===== config.mk =====
export PLATFORM = sky130hd
export DESIGN_NAME = b2b_expander
export DESIGN_NICKNAME = d
export VERILOG_FILES = /design/src/rtl/b2b_pkg.sv /design/src/rtl/b2b_offset_step.sv /design/src/rtl/b2b_beat_track.sv /design/src/rtl/b2b_expander.sv
export SDC_FILE = /design/constraint.sdc
export NUM_CORES = 1
export LEC_CHECK = 0
export ABC_AREA = 1
export BUFFER_PORTS_ARGS = -buffer_cell sky130_fd_sc_hd__buf_2
export CORE_MARGIN = 8
export CORE_UTILIZATION = 50
export DETAILED_ROUTE_END_ITERATION = 10
export PLACE_DENSITY = 0.7
export SYNTH_ARGS = -nofsm -noshare
export SYNTH_HDL_FRONTEND = slang
export SYNTH_SLANG_ARGS = --single-unit

===== constraint.sdc =====
create_clock -name clk -period 9.6 [get_ports clk]
set_input_delay 0.48 -clock clk [delete_from_list [all_inputs] [get_ports clk]]
set_output_delay 0.48 -clock clk [all_outputs]
set_load 0.05 [all_outputs]

===== src/rtl/b2b_pkg.sv =====
package b2b_pkg;

    typedef enum logic [1:0] {
        BK_FIXED = 2'b00,
        BK_INCR  = 2'b01,
        BK_WRAP  = 2'b10,
        BK_RSVD  = 2'b11
    } burst_kind_e;

    typedef enum logic {
        ST_IDLE = 1'b0,
        ST_EMIT = 1'b1
    } b2b_state_e;

endpackage


===== src/rtl/b2b_offset_step.sv =====
module b2b_offset_step
    import b2b_pkg::*;
#(
    parameter int ADDR_W = 32,
    parameter int LEN_W  = 8,
    parameter int SIZE_W = 3
) (
    input  logic [1:0]        kind,
    input  logic [LEN_W-1:0]  len,
    input  logic [SIZE_W-1:0] size,
    input  logic [ADDR_W-1:0] offset,
    output logic [ADDR_W-1:0] next_offset
);

    logic [ADDR_W-1:0] step;
    logic [ADDR_W-1:0] span;
    logic [ADDR_W-1:0] sum;

    always_comb begin
        step = ADDR_W'(1) << size;
        span = ADDR_W'(len) << size;
        sum  = offset + step;
        case (burst_kind_e'(kind))
            BK_INCR: next_offset = sum;
            BK_WRAP: next_offset = (sum >= span) ? (sum - span) : sum;
            default: next_offset = offset;
        endcase
    end

endmodule


===== src/rtl/b2b_beat_track.sv =====
module b2b_beat_track #(
    parameter int ADDR_W = 32,
    parameter int LEN_W  = 8
) (
    input  logic              clk,
    input  logic              rst_n,
    input  logic              clear,
    input  logic              advance,
    input  logic [ADDR_W-1:0] next_offset,
    output logic [LEN_W-1:0]  count,
    output logic [ADDR_W-1:0] offset
);

    always_ff @(posedge clk) begin
        if (!rst_n || clear) begin
            count  <= '0;
            offset <= '0;
        end else if (advance) begin
            count  <= count + LEN_W'(1);
            offset <= next_offset;
        end
    end

endmodule


===== src/rtl/b2b_expander.sv =====
module b2b_expander
    import b2b_pkg::*;
#(
    parameter int ADDR_W = 32,
    parameter int LEN_W  = 8,
    parameter int SIZE_W = 3
) (
    input  logic              clk,
    input  logic              rst_n,
    input  logic              cmd_valid,
    output logic              cmd_ready,
    input  logic [ADDR_W-1:0] cmd_addr,
    input  logic [1:0]        cmd_kind,
    input  logic [LEN_W-1:0]  cmd_len,
    input  logic [SIZE_W-1:0] cmd_size,
    output logic              beat_valid,
    input  logic              beat_ready,
    output logic [ADDR_W-1:0] beat_addr,
    output logic [1:0]        beat_kind,
    output logic [LEN_W-1:0]  beat_len,
    output logic [SIZE_W-1:0] beat_size,
    output logic              beat_last
);

    b2b_state_e        state_q, state_d;
    logic [ADDR_W-1:0] start_q;
    logic [1:0]        kind_q;
    logic [LEN_W-1:0]  len_q;
    logic [SIZE_W-1:0] size_q;

    logic [LEN_W-1:0]  count;
    logic [ADDR_W-1:0] offset;
    logic [ADDR_W-1:0] next_offset;

    logic accept;
    logic fire;
    logic final_beat;

    assign accept     = cmd_valid && (state_q == ST_IDLE);
    assign fire       = beat_ready && (state_q == ST_EMIT);
    assign final_beat = (count == len_q);

    // next-state logic
    always_comb begin
        state_d = state_q;
        unique case (state_q)
            ST_IDLE: if (accept) state_d = ST_EMIT;
            ST_EMIT: if (fire && final_beat) state_d = ST_IDLE;
        endcase
    end

    // state register
    always_ff @(posedge clk) begin
        if (!rst_n) state_q <= ST_IDLE;
        else        state_q <= state_d;
    end

    // captured burst fields
    always_ff @(posedge clk) begin
        if (!rst_n) begin
            start_q <= '0;
            kind_q  <= BK_FIXED;
            len_q   <= '0;
            size_q  <= '0;
        end else if (accept) begin
            start_q <= cmd_addr;
            kind_q  <= cmd_kind;
            len_q   <= cmd_len;
            size_q  <= cmd_size;
        end
    end

    b2b_offset_step #(
        .ADDR_W (ADDR_W),
        .LEN_W  (LEN_W),
        .SIZE_W (SIZE_W)
    ) u_step (
        .kind        (kind_q),
        .len         (len_q),
        .size        (size_q),
        .offset      (offset),
        .next_offset (next_offset)
    );

    b2b_beat_track #(
        .ADDR_W (ADDR_W),
        .LEN_W  (LEN_W)
    ) u_track (
        .clk         (clk),
        .rst_n       (rst_n),
        .clear       (accept),
        .advance     (fire && !final_beat),
        .next_offset (next_offset),
        .count       (count),
        .offset      (offset)
    );

    // outputs
    always_comb begin
        cmd_ready  = 1'b0;
        beat_valid = 1'b0;
        unique case (state_q)
            ST_IDLE: cmd_ready  = 1'b1;
            ST_EMIT: beat_valid = 1'b1;
        endcase
        beat_addr = start_q + offset;
        beat_kind = kind_q;
        beat_len  = len_q;
        beat_size = size_q;
        beat_last = beat_valid && final_beat;
    end

endmodule


==> results.md <==
* RSZ-0062 raised after global routing: false
* Grt ovf at 0
* Fill count at 1,663
* Worst clock skew at 0.00560 ns
* CTS root buf: clkbuf_16
* Worst-skew pair later-pin latency at 0.35 ns
* DRT Pass-1 Iters at 5
* Reg area at 1720 µm²
* Postcts setup bufs at 0
* Post-synth top area cell: dfxtp_1
* Via count at 9,074
* Critical path peak fanout at 21
* DRC errors left at 0
* # clock sinks at 86
* Die Area at 20,700 µm²
* Die height at 144 µm
* Min Hold Slack at 0.343 ns
* Initial antenna violation count at 0
* Top cells by area, synth: dfxtp_1 (21%), nand2_1 (15%), ha_1 (8.4%), nor2_1 (8.0%), inv_1 (7.7%)
* Most frequent cells in the layout: nand2_1 (322), nor2_1 (172), inv_1 (168)
* Top-area cell type share of the netlist area at 0.211
* CTS resizes at 0
* Global Route Usage Sum at 0.253
* Final period util at 0.496
* IO Pins at 97
* Most common cell after layout, fill and taps aside: nand2_1
* Diodes inserted at 0
* Routed WL per cell at 15.7 µm
* Starting Density at 0.513
* Slew @ Worst Pin at 1.11 ns
* Sequential area share after synthesis at 0.211
* RD Place Congestion at 0.959
* CTS buffer count at 9
* Post-synthesis net count at 1,462
* Final Setup Violations at 0
* Detailed Route WL at 26,000 µm
* Die width at 144 µm
* Crit path launch type: flop
* Worst path arrival time at 5.01 ns
* LEAKAGE at 4.68 nW
* M2 GR Usage at 0.379
* Dominant synthesized flop cell: dfxtp_1
* Worst Path Required at 9.85 ns
* VDD IR max at 107 µV
* PortBufs at 96
* Met1 GRT Util at 0.361
* Synthesized cell area at 8180 µm²
* Largest net degree at the start of global routing at 56
* DR vias/cell at 5.49
* Top Usage Layer GRT: met2
* Status: complete, no violations
* Endpoints failing hold at 0
* Layout cells sized above 1 at 0.126
* Number of flops mapped to enable cells by yosys at 0
* Multi-input gate area at 5600 µm²
* Tightest Hold Check Type: in2reg
* Fmax at 210 MHz
* Synth cell types at 50
* CTS tree: yes
* Pwr dens at 130 nW/µm²
* Vias in the first global route at 8,252
* Clock-pin slew on the worst setup and hold paths at 0.07 ns
* Synthesis Warnings at 0
* Gate Count Post-Synth at 1,355
* Post-DP HPWL at 20,500 µm
* CTS max path bufs at 2
* Crit path time final at 4.76 ns
* Avg Inst Size Synth at 6.03 µm²
* Asr flop ratio synth at 0
* CP endpoint kind: flop
* Area grow syn2layout at 11.3%
* Sum Neg Setup Slack at 0 ns
* Hold buffers post-CTS at 0
* Seq cells post-synth at 86
* Final Total Pwr at 1.19 mW
* DR iter-0 viols at 852
* Final Max Tran Viols at 0
* Max-cap viol count at 0
* Slew HR at 0.262
* FP Rows at 46
* Critical path type: reg2reg
* Core ar. at 15,900 µm²
* # nets final at 1,539
* Max H-tree Level at 3
* Remaining antenna violation count at 0
* Met3 GRT Util at 0.0438
* First-pass GRT wire length at 41,700 µm
-- cell type report --
class / instances / area share
Multi-Input combinational cell: 1052 / 0.616
Sequential cell: 86 / 0.189
Inverter: 184 / 0.0759
Timing Repair Buffer: 99 / 0.0553
Tap cell: 216 / 0.0297
Clock buffer: 10 / 0.0263
Clock inverter: 6 / 0.00811
-- worst paths after layout --
| path | start | endpoint | slack (ns) | cells past startpoint |
|---|---|---|---|---|
| max | beat_size[2]$_SDFFE_PN0P_ | u_track.offset[18]$_SDFFE_PP0P_ | 4.84 | 24 |
| min | cmd_addr[27] | start_q[27]$_SDFFE_PN0P_ | 0.34 | 3 |
| max reg2reg | beat_size[2]$_SDFFE_PN0P_ | u_track.offset[18]$_SDFFE_PP0P_ | 4.84 | 24 |
| min reg2reg | beat_kind[0]$_SDFFE_PN0P_ | beat_kind[0]$_SDFFE_PN0P_ | 0.48 | 2 |
-- Yosys cell counts, types with 15 or more instances --
| cell type | number |
|---|---|
| clkbuf_1 | 22 |
| nand2_2 | 16 |
| nand3_1 | 93 |
| dfxtp_1 | 86 |
| o21ai_0 | 94 |
| nand4_1 | 24 |
| xnor2_1 | 15 |
| inv_1 | 168 |
| nor3_1 | 20 |
| a21oi_1 | 99 |
| xor2_1 | 40 |
| ha_1 | 55 |
| nand2_1 | 322 |
| nor2_1 | 174 |
-- cells by family after synthesis --
family	count (synthesis)	share of synthesized area
simple gates	696	0.373
compound gates	243	0.161
buf+inv	217	0.105
flops	86	0.211
fa+ha+maj	58	0.0915
xor+xnor	55	0.0589
-- per-layer routing --
| layer | routed length, µm | share of wire |
|---|---|---|
| met3 | 2150 | 0.083 |
| met1 | 12400 | 0.48 |
| met4 | 481 | 0.019 |
| met2 | 10900 | 0.42 |
| met5 | 0 | 0 |
-- state kept, by name (all words and copies together) (netlist names) --
name            cells
beat_size           3
u_track.count       8
start_q            32
u_track.offset     32
beat_len            8
state_q             1
beat_kind           2
-- stage by stage --
stage | cell area, µm² | std cells | utilization | worst slack (ns)
6_report | 9100 | 1653 | 0.571 | 4.84
5_1_grt | 9100 | 1653 | 0.571 | 4.49
4_1_cts | 9100 | 1653 | 0.571 | 4.93
3_5_place_dp | 8790 | 1637 | 0.551 | 4.96
3_3_place_gp | 8790 | 1637 | 0.551 | 5.03
2_1_floorplan | 8180 | 1355 | - | 5.48
-- worst max-delay path, cell delays in order, from the launching register on --
cell and delay [ns]:
dfxtp_1 0.58, inv_1 0.31, nor3_1 0.40, ha_1 0.36
nand2_1 0.08, nand2_1 0.08, inv_1 0.09, nand3_1 0.17
xor2_1 0.22, ha_1 0.38, nand2_1 0.12, o21ai_0 0.33
nand2_1 0.09, o2111ai_1 0.16, nand4_1 0.14, nand2_1 0.10
nand2_1 0.07, nand2_2 0.08, nor2_4 0.06, nor2_4 0.41
nand2_1 0.15, nand2_1 0.09, nand2_1 0.05, o21ai_1 0.12
inv_1 0.04
-- power by group --
group / total, mW / switching, mW / internal [mW] / leakage (nW)
clock network: 0.375 / 0.162 / 0.213 / 0.154
registers: 0.399 / 0.0223 / 0.376 / 0.704
logic: 0.411 / 0.291 / 0.120 / 3.82
total: 1.19 / 0.476 / 0.709 / 4.68
Note: power is estimated with default switching activity, not from simulation.
